===== config.mk =====
export PLATFORM = sky130hd
export DESIGN_NAME = auxuart_front
export DESIGN_NICKNAME = d
export VERILOG_FILES = /design/src/rtl/auxuart_pkg.sv /design/src/rtl/auxuart_ctrl.sv /design/src/rtl/auxuart_datapath.sv /design/src/rtl/auxuart_front.sv
export SDC_FILE = /design/constraint.sdc
export NUM_CORES = 1
export LEC_CHECK = 0
export BUFFER_PORTS_ARGS = -buffer_cell sky130_fd_sc_hd__buf_2
export CORE_MARGIN = 5
export CORE_UTILIZATION = 48
export DETAILED_ROUTE_END_ITERATION = 7
export PLACE_DENSITY = 0.73
export SETUP_SLACK_MARGIN = 0.02
export SYNTH_ARGS = -nofsm -noshare
export SYNTH_HDL_FRONTEND = slang
export SYNTH_SLANG_ARGS = --single-unit

===== constraint.sdc =====
create_clock -name clk -period 2.4 [get_ports clk]
set_clock_uncertainty 0.15 [all_clocks]
set_input_delay 0.12 -clock clk [delete_from_list [all_inputs] [get_ports clk]]
set_output_delay 0.12 -clock clk [all_outputs]
set_load 0.02 [all_outputs]

===== src/rtl/auxuart_pkg.sv =====
package auxuart_pkg;
  localparam int ADDR_W = 8;
  localparam int DATA_W = 32;
  localparam int BYTE_W = 8;

  localparam logic [ADDR_W-1:0] OFF_PENDSUM  = 8'h00;
  localparam logic [ADDR_W-1:0] OFF_ENABLE   = 8'h04;
  localparam logic [ADDR_W-1:0] OFF_DATA     = 8'h40;
  localparam logic [ADDR_W-1:0] OFF_INTMASK  = 8'h44;
  localparam logic [ADDR_W-1:0] OFF_INTID    = 8'h48;
  localparam logic [ADDR_W-1:0] OFF_LINESTAT = 8'h54;
  localparam logic [ADDR_W-1:0] OFF_XCTRL    = 8'h60;
  localparam logic [ADDR_W-1:0] OFF_XSTAT    = 8'h64;

  typedef enum logic [3:0] {
    SEL_NONE, SEL_PENDSUM, SEL_ENABLE, SEL_DATA, SEL_INTMASK,
    SEL_INTID, SEL_LINESTAT, SEL_XCTRL, SEL_XSTAT
  } regSelT;

  typedef struct packed {
    regSelT sel;
    logic   pop;
    logic   loadMask;
    logic   flush;
    logic   send;
  } ctrlStrobeT;
endpackage


===== src/rtl/auxuart_ctrl.sv =====
module auxuart_ctrl
  import auxuart_pkg::*;
(
  input  logic              wrEn,
  input  logic              rdEn,
  input  logic [ADDR_W-1:0] addr,
  input  logic              flushBit,
  output ctrlStrobeT        strobe
);
  regSelT sel;

  always_comb begin
    unique case (addr)
      OFF_PENDSUM:  sel = SEL_PENDSUM;
      OFF_ENABLE:   sel = SEL_ENABLE;
      OFF_DATA:     sel = SEL_DATA;
      OFF_INTMASK:  sel = SEL_INTMASK;
      OFF_INTID:    sel = SEL_INTID;
      OFF_LINESTAT: sel = SEL_LINESTAT;
      OFF_XCTRL:    sel = SEL_XCTRL;
      OFF_XSTAT:    sel = SEL_XSTAT;
      default:      sel = SEL_NONE;
    endcase
  end

  always_comb begin
    strobe.sel      = rdEn ? sel : SEL_NONE;
    strobe.pop      = rdEn && (sel == SEL_DATA);
    strobe.loadMask = wrEn && (sel == SEL_INTMASK);
    strobe.flush    = wrEn && (sel == SEL_INTID) && flushBit;
    strobe.send     = wrEn && (sel == SEL_DATA);
  end
endmodule


===== src/rtl/auxuart_datapath.sv =====
module auxuart_datapath
  import auxuart_pkg::*;
#(
  parameter int DEPTH = 8
) (
  input  logic              clk,
  input  logic              rst,
  input  ctrlStrobeT        strobe,
  input  logic [1:0]        maskIn,
  input  logic [BYTE_W-1:0] byteIn,
  input  logic [BYTE_W-1:0] rxByte,
  input  logic              rxValid,
  output logic              rxReady,
  output logic [BYTE_W-1:0] txByte,
  output logic              txValid,
  output logic              irq,
  output logic [DATA_W-1:0] rdData,
  output logic [$clog2(DEPTH+1)-1:0] fifoCount,
  output logic              pendAny
);
  localparam int CW = $clog2(DEPTH + 1);
  localparam int PW = (DEPTH > 1) ? $clog2(DEPTH) : 1;

  logic [BYTE_W-1:0] store [DEPTH];
  logic [PW-1:0]     rdPtr;
  logic [CW-1:0]     count;
  logic [1:0]        intMask;
  logic [CW:0]       slotSum;
  logic [CW:0]       slotIdx;
  logic              nonEmpty, push, doPop;
  logic [1:0]        pend;

  assign nonEmpty = (count != '0);
  assign rxReady  = (count < CW'(DEPTH)) && !strobe.flush;
  assign push     = rxValid && rxReady;
  assign doPop    = strobe.pop && nonEmpty;
  assign slotSum  = (CW+1)'(rdPtr) + (CW+1)'(count);
  assign slotIdx  = (slotSum >= (CW+1)'(DEPTH)) ? slotSum - (CW+1)'(DEPTH) : slotSum;

  always_ff @(posedge clk) begin
    if (push) store[PW'(slotIdx)] <= rxByte;
  end

  always_ff @(posedge clk) begin
    if (rst) begin
      count <= '0;
      rdPtr <= '0;
    end else begin
      if (strobe.flush) count <= '0;
      else              count <= count + CW'(push) - CW'(doPop);
      if (doPop) rdPtr <= (rdPtr == PW'(DEPTH - 1)) ? '0 : rdPtr + 1'b1;
    end
  end

  assign pend    = {intMask[1], intMask[0] && nonEmpty};
  assign pendAny = |pend;

  always_ff @(posedge clk) begin
    if (rst) begin
      intMask <= '0;
      irq     <= 1'b0;
      txValid <= 1'b0;
      txByte  <= '0;
    end else begin
      if (strobe.loadMask) intMask <= maskIn;
      irq     <= pendAny;
      txValid <= strobe.send;
      if (strobe.send) txByte <= byteIn;
    end
  end

  always_comb begin
    rdData = '0;
    unique case (strobe.sel)
      SEL_PENDSUM:  rdData = DATA_W'(pendAny);
      SEL_ENABLE:   rdData = 32'h1;
      SEL_DATA:     rdData = DATA_W'(store[rdPtr]);
      SEL_INTMASK:  rdData = 32'hC0 | DATA_W'(intMask);
      SEL_INTID:    rdData = 32'hC0 | (nonEmpty ? 32'h4 : 32'h2) | DATA_W'(!pendAny);
      SEL_LINESTAT: rdData = 32'h60 | DATA_W'(nonEmpty);
      SEL_XCTRL:    rdData = 32'h3;
      SEL_XSTAT:    rdData = 32'h30E | DATA_W'(nonEmpty) | (DATA_W'(count) << 16);
      default:      rdData = '0;
    endcase
  end

  assign fifoCount = count;
endmodule


===== src/rtl/auxuart_front.sv =====
module auxuart_front
  import auxuart_pkg::*;
#(
  parameter int DEPTH = 8
) (
  input  logic              clk,
  input  logic              rst,
  input  logic              wrEn,
  input  logic              rdEn,
  input  logic [ADDR_W-1:0] addr,
  input  logic [DATA_W-1:0] wrData,
  output logic [DATA_W-1:0] rdData,
  input  logic [BYTE_W-1:0] rxByte,
  input  logic              rxValid,
  output logic              rxReady,
  output logic [BYTE_W-1:0] txByte,
  output logic              txValid,
  output logic              irq
);
  ctrlStrobeT strobe;
  logic [$clog2(DEPTH+1)-1:0] fifoCount;
  logic pendAny;

  auxuart_ctrl ctrl_i (
    .wrEn(wrEn), .rdEn(rdEn), .addr(addr), .flushBit(wrData[1]), .strobe(strobe)
  );

  auxuart_datapath #(.DEPTH(DEPTH)) dp_i (
    .clk(clk), .rst(rst), .strobe(strobe),
    .maskIn(wrData[1:0]), .byteIn(wrData[BYTE_W-1:0]),
    .rxByte(rxByte), .rxValid(rxValid), .rxReady(rxReady),
    .txByte(txByte), .txValid(txValid), .irq(irq), .rdData(rdData),
    .fifoCount(fifoCount), .pendAny(pendAny)
  );
endmodule


[Yosys cells after proc, flatten, opt, wreduce, memory -nomap -nowiden]
Memories as Yosys holds them, arrays and structs flattened. A register that Yosys moved wholly into a read port is not among the register bits.
Cells that the tools add are included.
Word-level totals
  register bits: 19
  memory bits (writable): 64
  bits of input ports: 53
  output and inout port bits: 43
  logic and storage cells: 60
  memories: 1
Operators by class
  add/sub/neg operators: 5
  $lt $le $gt $ge: 2
  eq/ne operators: 19
  mux-type cells: 10
  bitwise gates (word level): 2
  reduce and logical (&&, ||, !) cells: 15
Memories
  dp_i.store: words 8, width 8, read ports 1, clocked after memory_dff 1, wr ports 1, line auxuart_datapath.sv:24  | logic [BYTE_W-1:0] store [DEPTH];
Operator list (count)
  $pmux 32 s8: 1
  $eq 8x7->1 const B: 6
  $or 32x1->32: 1
  $pmux 4 s8: 1
  $eq 4x3->1 const B: 6
  $or 10x20->20: 1
  $mux 3: 5
  $eq 4x2->1 const B: 3
  $logic_and 1x1->1: 9
  $eq 8x3->1 const B: 1
  $logic_not 8->1: 1
  $add 3x4->5: 1
  $ge 5x4->1 const B: 1
  $add 4x1->4: 1
  $eq 4x1->1 const B: 1
  $eq 4x4->1 const B: 1
  $lt 4x4->1 const B: 1
  $mux 4: 1
  $reduce_bool 4->1: 1
  $reduce_or 2->1: 2
  $sub 4x1->4: 1
  $add 3x1->3 const B: 1
  $eq 3x3->1 const B: 1
  $sub 3x1->3 const B: 1
  other kinds (2): 4

[Longest topological paths before layout]
Gate-level depths: netlist of the first run.
  depth in word-level cells: 10
  depth in mapped cells: 12
  gate-level depth less buffers: 12

[Hierarchy]
From an unflattened synthesis of the first run, not the netlist that was laid out.
Unflattened totals
  cells, all modules: 296
  area, all modules: 4015.1 um^2
By module, submodules not included
  auxuart_datapath: instances 1, cells an instance 271, area an instance 3814.9 um^2, seq. area each 2362.3 um^2
  auxuart_ctrl: instances 1, cells an instance 25, area an instance 200.2 um^2, seq. area each 0.0 um^2

[Least setup slack after synthesis of the first run]
Ideal clock, no wire load.
  kind: reg2reg
  start: reg dp_i.rdPtr[0]
  end: mem dp_i.store[4][0], enable pin
  library setup time: 0.370 ns
  data arrival time: 1.869 ns
  required time: 1.880 ns
  setup slack: 0.010 ns
  cell stages (with the launch flop): 7
  buffers on the path: 0
  clock period less this slack: 2.390 ns
  cell sequence: dfxtp_1 > ha_1 > fa_1 > xor2_1 > xnor2_1 > or2_2 > nor2_1
Between the ends
  longest elaborated chain between the ends: 3
  elaborated cells between the ends (all ways): 4
  classes of those cells: add/sub (2); order compare (1); mux (1)
Ends and longest elaborated chain
  from (decl): line auxuart_datapath.sv:25  | logic [PW-1:0] rdPtr;
  from (signal assigned): line auxuart_datapath.sv:51  | if (doPop) rdPtr <= (rdPtr == PW'(DEPTH - 1)) ? '0 : rdPtr + 1'b1;
  $add 3x4->5 (*): line auxuart_datapath.sv:37  | assign slotSum = (CW+1)'(rdPtr) + (CW+1)'(count);
  $ge 5x4->1 / $sub 3x1->3 (equally long branches): line auxuart_datapath.sv:38  | assign slotIdx = (slotSum >= (CW+1)'(DEPTH)) ? slotSum - (CW+1)'(DEPTH) : slotSum;
  $mux 3 (*): line auxuart_datapath.sv:38
  to (decl): line auxuart_datapath.sv:24
Mark *: on every way between the ends. The rest lies on a longest branch, timed or not.

[Final worst setup path of the first run]
  start: reg dp_i.rdPtr[0]
  end: mem dp_i.store[4][3], enable pin
Same word-level chain as after synthesis.

==> results of run 1 <==
-- path summary, 6_finish.rpt --
check                                 end  depth (start not counted)
max            dp_i.store[4][3]$_DFFE_PP_                          7
min          dp_i.intMask[1]$_SDFFE_PP0P_                          4
max reg2reg    dp_i.store[4][3]$_DFFE_PP_                          7
min reg2reg   dp_i.txByte[0]$_SDFFE_PP0P_                          2
-- kinds of logic after synthesis --
family	Yosys count	synth area share, %
mux	36	14.0
compound gates	21	3.70
fa+ha+maj	10	3.48
other cells	1	0.0933
simple gates	90	12.6
buf+inv	41	5.85
xor+xnor	7	1.52
flops	86	58.7
-- layer usage --
layer  vias up  GRT usage, %  routed length [um]
met2        91          30.0                4920
met4         0          7.46                 163
met1      1334          22.0                3610
met5         -             0                   0
li1       1282             -                   -
met3        13          3.79                 641
-- synthesized netlist by cell type (2+ instances only) --
library cell,count
sky130_fd_sc_hd__nand4_1,2
sky130_fd_sc_hd__buf_2,8
sky130_fd_sc_hd__ha_1,8
sky130_fd_sc_hd__edfxtp_1,64
sky130_fd_sc_hd__mux2i_1,19
sky130_fd_sc_hd__nor2_1,38
sky130_fd_sc_hd__o31ai_1,2
sky130_fd_sc_hd__o21a_1,2
sky130_fd_sc_hd__nor3_1,3
sky130_fd_sc_hd__buf_4,19
sky130_fd_sc_hd__fa_1,2
sky130_fd_sc_hd__o211ai_1,2
sky130_fd_sc_hd__nor4b_1,2
sky130_fd_sc_hd__nand2_1,9
sky130_fd_sc_hd__clkbuf_1,4
sky130_fd_sc_hd__xor2_1,3
sky130_fd_sc_hd__and3_1,2
sky130_fd_sc_hd__nor4_4,2
sky130_fd_sc_hd__or2_2,3
sky130_fd_sc_hd__nand3_1,9
sky130_fd_sc_hd__a21oi_1,5
sky130_fd_sc_hd__xnor2_1,4
sky130_fd_sc_hd__nand2b_1,6
sky130_fd_sc_hd__inv_1,10
sky130_fd_sc_hd__dfxtp_1,22
sky130_fd_sc_hd__mux4_2,16
sky130_fd_sc_hd__nor2b_1,4
-- power breakdown --
group / switching (mW) / total [mW] / internal (mW)
clock: 0.584 / 1.09 / 0.506
sequential: 0.0294 / 1.73 / 1.70
combinational: 0.395 / 0.702 / 0.307
total: 1.01 / 3.52 / 2.51
-- cell type report --
type                    instances  share of cell area (%)
clock buffers                   9                    2.33
flip-flops and latches         86                    44.6
clock inverters                 7                    1.65
repair buffers                123                    17.5
inverters                      10                   0.706
multi-input cells             182                    30.8
well taps                     105                    2.47
-- critical path, delay by kind of cell, from the launching register on --
family	cells	cell delay, ns
DFF	1	0.32
xor gates and xnor gates	2	0.33
buffers and inverters	1	0.15
and+or+nand+nor	2	0.53
adders and majority gates	2	0.59
-- repair_timing --
item	4_1_cts	5_1_grt
hold buffers	23	0
buffers inserted	3	6
pin swaps	1	6
setup endpoints to repair	67	79
cloned	0	1
endpoints found under the hold margin	78	0
resized for setup	16	27
-- stage by stage --
stage	cell area, um^2	setup WS (ns)	TNS, ns
final	5320	0.0438	0
after detailed placement	4580	-0.297	-16.13
after global placement	4580	-0.226	-13.16
after global routing	5320	-0.00814	-0.00814
after CTS	5110	-0.111	-3.01
after floorplan	4090	0.0103	0
-- state kept, by name, summed over array words and instances (netlist names), named ones only --
name,flops
dp_i.rdPtr,3
dp_i.txValid,1
dp_i.fifoCount,4
dp_i.irq,1
dp_i.store,64
dp_i.txByte,8
dp_i.intMask,2
==> PnR_summary.wiki, run 1 <==
{| class="wikitable"
! Metric !! Value
|-
| Global-route wire length before repair || 13.6 mm
|-
| Average detailed-routed wire length per instance || 17.9 um
|-
| Initial Util || 49.2%
|-
| Primary flip-flop cell chosen by synthesis mapping || sky130_fd_sc_hd__edfxtp_1
|-
| Maximum capacitance violations || 0
|-
| Required time worst endpoint || 2.34 ns
|-
| Total count of hold-check failures in the final report || 0
|-
| Number of antenna violations at the first check in global routing || 0
|-
| Syn-to-layout area delta || 32.2%
|-
| Leak Pwr || 2.06 nW
|-
| Total routing usage reported by global routing || 17.7%
|-
| Synth unique cells || 49
|-
| Final Routed Wirelength || 9.33 mm
|-
| Tmin final || 2.36 ns
|-
| Beginning of the critical path || dp_i.rdPtr[0]$_SDFFE_PP0N_
|-
| Beginning of the worst hold path || wrEn
|-
| Fmax || 424 MHz
|-
| Via count || 2,720
|-
| Buffer depth of the longest clock path || 2
|-
| Crit Path Max Fanout || 8
|-
| Number of nets with antenna violations after routing || 0
|-
| Global-route congestion overflow total || 0
|-
| Clock tree from TritonCTS || yes
|-
| Share of post-route cells with drive strength above 1 || 41.2%
|-
| Yosys top cell by area || sky130_fd_sc_hd__edfxtp_1
|-
| Post-Synthesis Cell Area || 0.00402 mm^2
|-
| Die height || 102 um
|-
| Power density over the cells || 663 mW/mm^2
|-
| Diode insertion count for antenna repair || 0
|-
| Worst R2R Start || dp_i.rdPtr[0]$_SDFFE_PP0N_
|-
| Worst Path Class, Setup || flip-flop to flip-flop
|-
| Clk sinks || 86
|-
| Non-Filler Instances || 522
|-
| Final core utilization || 65.0%
|-
| Number of design rule violations left after detail routing || 0
|-
| Hold crit path type || input port to flip-flop
|-
| Worst hold margin || 0.0334 ns
|-
| Post-Syn Instances || 292
|-
| Iteration-0 DRC count of the detailed router || 136
|-
| Via count of the first global-routing pass || 2,677
|-
| Cell type of the slowest stage on the worst timing path || sky130_fd_sc_hd__fa_2
|-
| Avg Cell Area, Syn || 13.8 um^2
|-
| Std-Cell Core Area || 0.00818 mm^2
|-
| Buffers on Ports || 53
|-
| Seq cells post-synth || 86
|-
| Commonest non-fill, non-tap cell in the layout || sky130_fd_sc_hd__edfxtp_1
|-
| Global placement routability congestion || 0.865
|-
| Total number of yosys warnings || 0
|-
| Final setup violating endpoints || 0
|-
| Worst supply voltage drop on vdd || 0.399 mV
|-
| Area of the die || 0.0103 mm^2
|-
| Delay contributed by the slowest stage of the critical path || 0.36 ns
|-
| Sequential fraction of the synthesis area || 58.7%
|-
| Die width || 102 um
|-
| Type of origin of the critical path || flip-flop
|-
| Filler Cell Count || 576
|-
| I/O pin count || 96
|-
| Dpl hpwl || 6.13 mm
|-
| H-tree level count || 3
|-
| Overall power consumption || 3.52 mW
|-
| Final max-slew violation count || 0
|-
| Count of standard-cell rows || 33
|-
| Setup repair after global routing missed its margin || true
|-
| Post-synth EDFFs || 64
|-
| Register-to-register setup slack || 0.04 ns
|-
| Share of flip-flops with an asynchronous set or reset || 0%
|-
| Status || complete, no violations
|-
| Clock transition at the registers of the reported paths || 0.09 ns
|-
| Net count, final || 475
|-
| Total area of sequential cells || 0.00237 mm^2
|-
| Number of iterations in the first detailed-routing pass || 5
|-
| Top post-synthesis cells by area || sky130_fd_sc_hd__edfxtp_1, sky130_fd_sc_hd__dfxtp_1, sky130_fd_sc_hd__mux4_2, sky130_fd_sc_hd__mux2i_1, sky130_fd_sc_hd__buf_4
|-
| CP endpoint kind || flip-flop
|-
| Proportion of netlist area held by the largest area contributor || 47.8%
|-
| Multi-input gate area || 0.00164 mm^2
|-
| Leading cell types in the layout, fill and taps excluded || sky130_fd_sc_hd__edfxtp_1, sky130_fd_sc_hd__buf_2, sky130_fd_sc_hd__buf_4
|-
| Arrival time at the worst endpoint || 2.29 ns
|-
| Via density per instance || 5.21
|-
| Clock latency on the worst-skew pair || 0.36 ns
|-
| Critical-path cell list || ha_1 > fa_2 > xor2_2 > xnor2_2 > or2_2 > nor2_4 > buf_12
|-
| CTS root buf || sky130_fd_sc_hd__clkbuf_8
|-
| Maximum number of pins on one net before global-route repair || 18
|-
| Num CTS Buffers || 9
|-
| DP Cell Count || 473
|-
| Final Cycle Share || 98.2%
|}
Note: power is estimated with default switching activity, not from simulation.
==> run 2, diff against run 1 <==
--- a/config.mk
+++ b/config.mk
@@ -6,10 +6,12 @@
 export NUM_CORES = 1
 export LEC_CHECK = 0
 export BUFFER_PORTS_ARGS = -buffer_cell sky130_fd_sc_hd__buf_2
+export CAP_MARGIN = 20
 export CORE_MARGIN = 5
-export CORE_UTILIZATION = 48
+export CORE_UTILIZATION = 50
+export CTS_BUF_LIST = sky130_fd_sc_hd__clkbuf_4 sky130_fd_sc_hd__clkbuf_8
 export DETAILED_ROUTE_END_ITERATION = 7
-export PLACE_DENSITY = 0.73
+export PLACE_DENSITY = 0.75
 export SETUP_SLACK_MARGIN = 0.02
 export SYNTH_ARGS = -nofsm -noshare
 export SYNTH_HDL_FRONTEND = slang
==> PnR_summary.wiki, run 2 (synthesized netlist as in run 1, its figures left out) <==
{| class="wikitable"
! Metric !! Value
|-
| Status || complete, no violations
|-
| Clock transition at the registers of the reported paths || 0.09 ns
|-
| Clock tree from TritonCTS || yes
|-
| Clock latency on the worst-skew pair || 0.35 ns
|-
| Initial Util || 51.8%
|-
| Final Routed Wirelength || 8.77 mm
|-
| Crit Path Max Fanout || 10
|-
| CP endpoint kind || primary output
|-
| Non-Filler Instances || 521
|-
| Std-Cell Core Area || 0.00777 mm^2
|-
| DP Cell Count || 472
|-
| Number of iterations in the first detailed-routing pass || 4
|-
| Maximum capacitance violations || 0
|-
| Num CTS Buffers || 9
|-
| H-tree level count || 3
|-
| Area of the die || 0.00994 mm^2
|-
| Max FFs per register || 64
|-
| Clk sinks || 86
|-
| Required time worst endpoint || 2.13 ns
|-
| Final setup violating endpoints || 0
|-
| Number of cells on the worst hold path || 4
|-
| Overall power consumption || 3.58 mW
|-
| Average detailed-routed wire length per instance || 16.8 um
|-
| Leading cell types in the layout, fill and taps excluded || sky130_fd_sc_hd__edfxtp_1, sky130_fd_sc_hd__buf_2, sky130_fd_sc_hd__buf_4
|-
| Worst hold margin || 0.0384 ns
|-
| Buffer depth of the longest clock path || 2
|-
| Worst Path Class, Setup || flip-flop to primary output
|-
| Syn-to-layout area delta || 32.3%
|-
| Total count of hold-check failures in the final report || 0
|-
| Final max-slew violation count || 0
|-
| Number of nets with antenna violations after routing || 0
|-
| Tmin final || 2.34 ns
|-
| Top reg by flops || dp_i.store
|-
| Die height || 99.7 um
|-
| Global-route congestion overflow total || 0
|-
| Post-route cell area || 0.00532 mm^2
|-
| Via count || 2,701
|-
| Setup TNS || 0 ns
|-
| Worst supply voltage drop on vdd || 0.422 mV
|-
| Number of antenna violations at the first check in global routing || 0
|-
| Via density per instance || 5.18
|-
| Share of post-route cells with drive strength above 1 || 41.1%
|-
| Post-layout worst setup margin || 0.0644 ns
|-
| Hold crit path type || input port to flip-flop
|-
| Placement Cell Area || 0.00460 mm^2
|-
| Final core utilization || 68.5%
|-
| Die width || 99.7 um
|-
| Final Cycle Share || 97.3%
|-
| Via count of the first global-routing pass || 2,690
|-
| CTS root buf || sky130_fd_sc_hd__clkbuf_8
|-
| Total routing usage reported by global routing || 17.8%
|-
| Maximum number of pins on one net before global-route repair || 17
|-
| Diode insertion count for antenna repair || 0
|-
| Setup repair after global routing missed its margin || true
|-
| Dpl hpwl || 5.91 mm
|-
| Fmax || 428 MHz
|-
| Global placement routability congestion || 0.935
|-
| Number of design rule violations left after detail routing || 0
|-
| Net count, final || 477
|-
| Type of origin of the critical path || flip-flop
|-
| Power density over the cells || 672 mW/mm^2
|-
| I/O pin count || 96
|-
| Iteration-0 DRC count of the detailed router || 149
|-
| Leak Pwr || 2.08 nW
|-
| Count of standard-cell rows || 32
|-
| Arrival time at the worst endpoint || 2.07 ns
|-
| Worst Setup Slack post-DPL || -0.250 ns
|-
| Reg2reg path depth || 6
|-
| Buffers on Ports || 53
|-
| Global-route wire length before repair || 13.5 mm
|-
| Commonest non-fill, non-tap cell in the layout || sky130_fd_sc_hd__edfxtp_1
|}
-- run 2: repair_timing --
| action | 4_1_cts | 5_1_grt |
|---|---|---|
| hold buffers | 23 | 0 |
| endpoints found under the setup margin | 50 | 56 |
| pin swaps | 0 | 5 |
| gates resized for setup | 12 | 31 |
| buffers inserted | 2 | 8 |
| endpoints found under the hold margin | 78 | 0 |
-- run 2: power breakdown --
group | total (mW) | switching (mW) | internal (mW)
logic | 0.701 | 0.385 | 0.317
registers | 1.73 | 0.0290 | 1.70
clock network | 1.14 | 0.540 | 0.604
total | 3.58 | 0.953 | 2.62
-- run 2: final timing paths --
check | from | end | slack, ns
worst max-delay path | flip-flop | rdData[0] | 0.06
worst min-delay path | wrEn | dp_i.intMask[1]$_SDFFE_PP0P_ | 0.04
worst max register to register | dp_i.rdPtr[0]$_SDFFE_PP0N_ | dp_i.store[6][1]$_DFFE_PP_ | 0.08
worst min register to register | dp_i.txByte[1]$_SDFFE_PP0P_ | dp_i.txByte[1]$_SDFFE_PP0P_ | 0.35
-- run 2: layer usage --
layer  vias up  share of wire [%]  GRT usage, %
met5         -                  0             0
met4         0                2.2          7.46
met3        16                5.3          3.09
met2        89                 50          30.3
met1      1313                 43          22.4
li1       1283                  -             -
-- run 2: worst max-delay path, stage by stage (launching register included) --
cell                       delay, ns
sky130_fd_sc_hd__dfxtp_2        0.35
sky130_fd_sc_hd__buf_12         0.14
sky130_fd_sc_hd__mux4_2         0.54
sky130_fd_sc_hd__nand2b_4       0.15
sky130_fd_sc_hd__o211ai_1       0.10
sky130_fd_sc_hd__a221o_1        0.20
sky130_fd_sc_hd__nand3_2        0.09
sky130_fd_sc_hd__buf_6          0.15
-- run 2: area by class of cell --
cell class,instances,area [um^2]
Clock inverter,7,105
Multi-Input combinational cell,182,1630
Fill cell,528,2450
Sequential cell,86,2370
Clock buffer,9,124
Tap cell,102,128
Inverter,10,37.5
Timing Repair Buffer,125,927
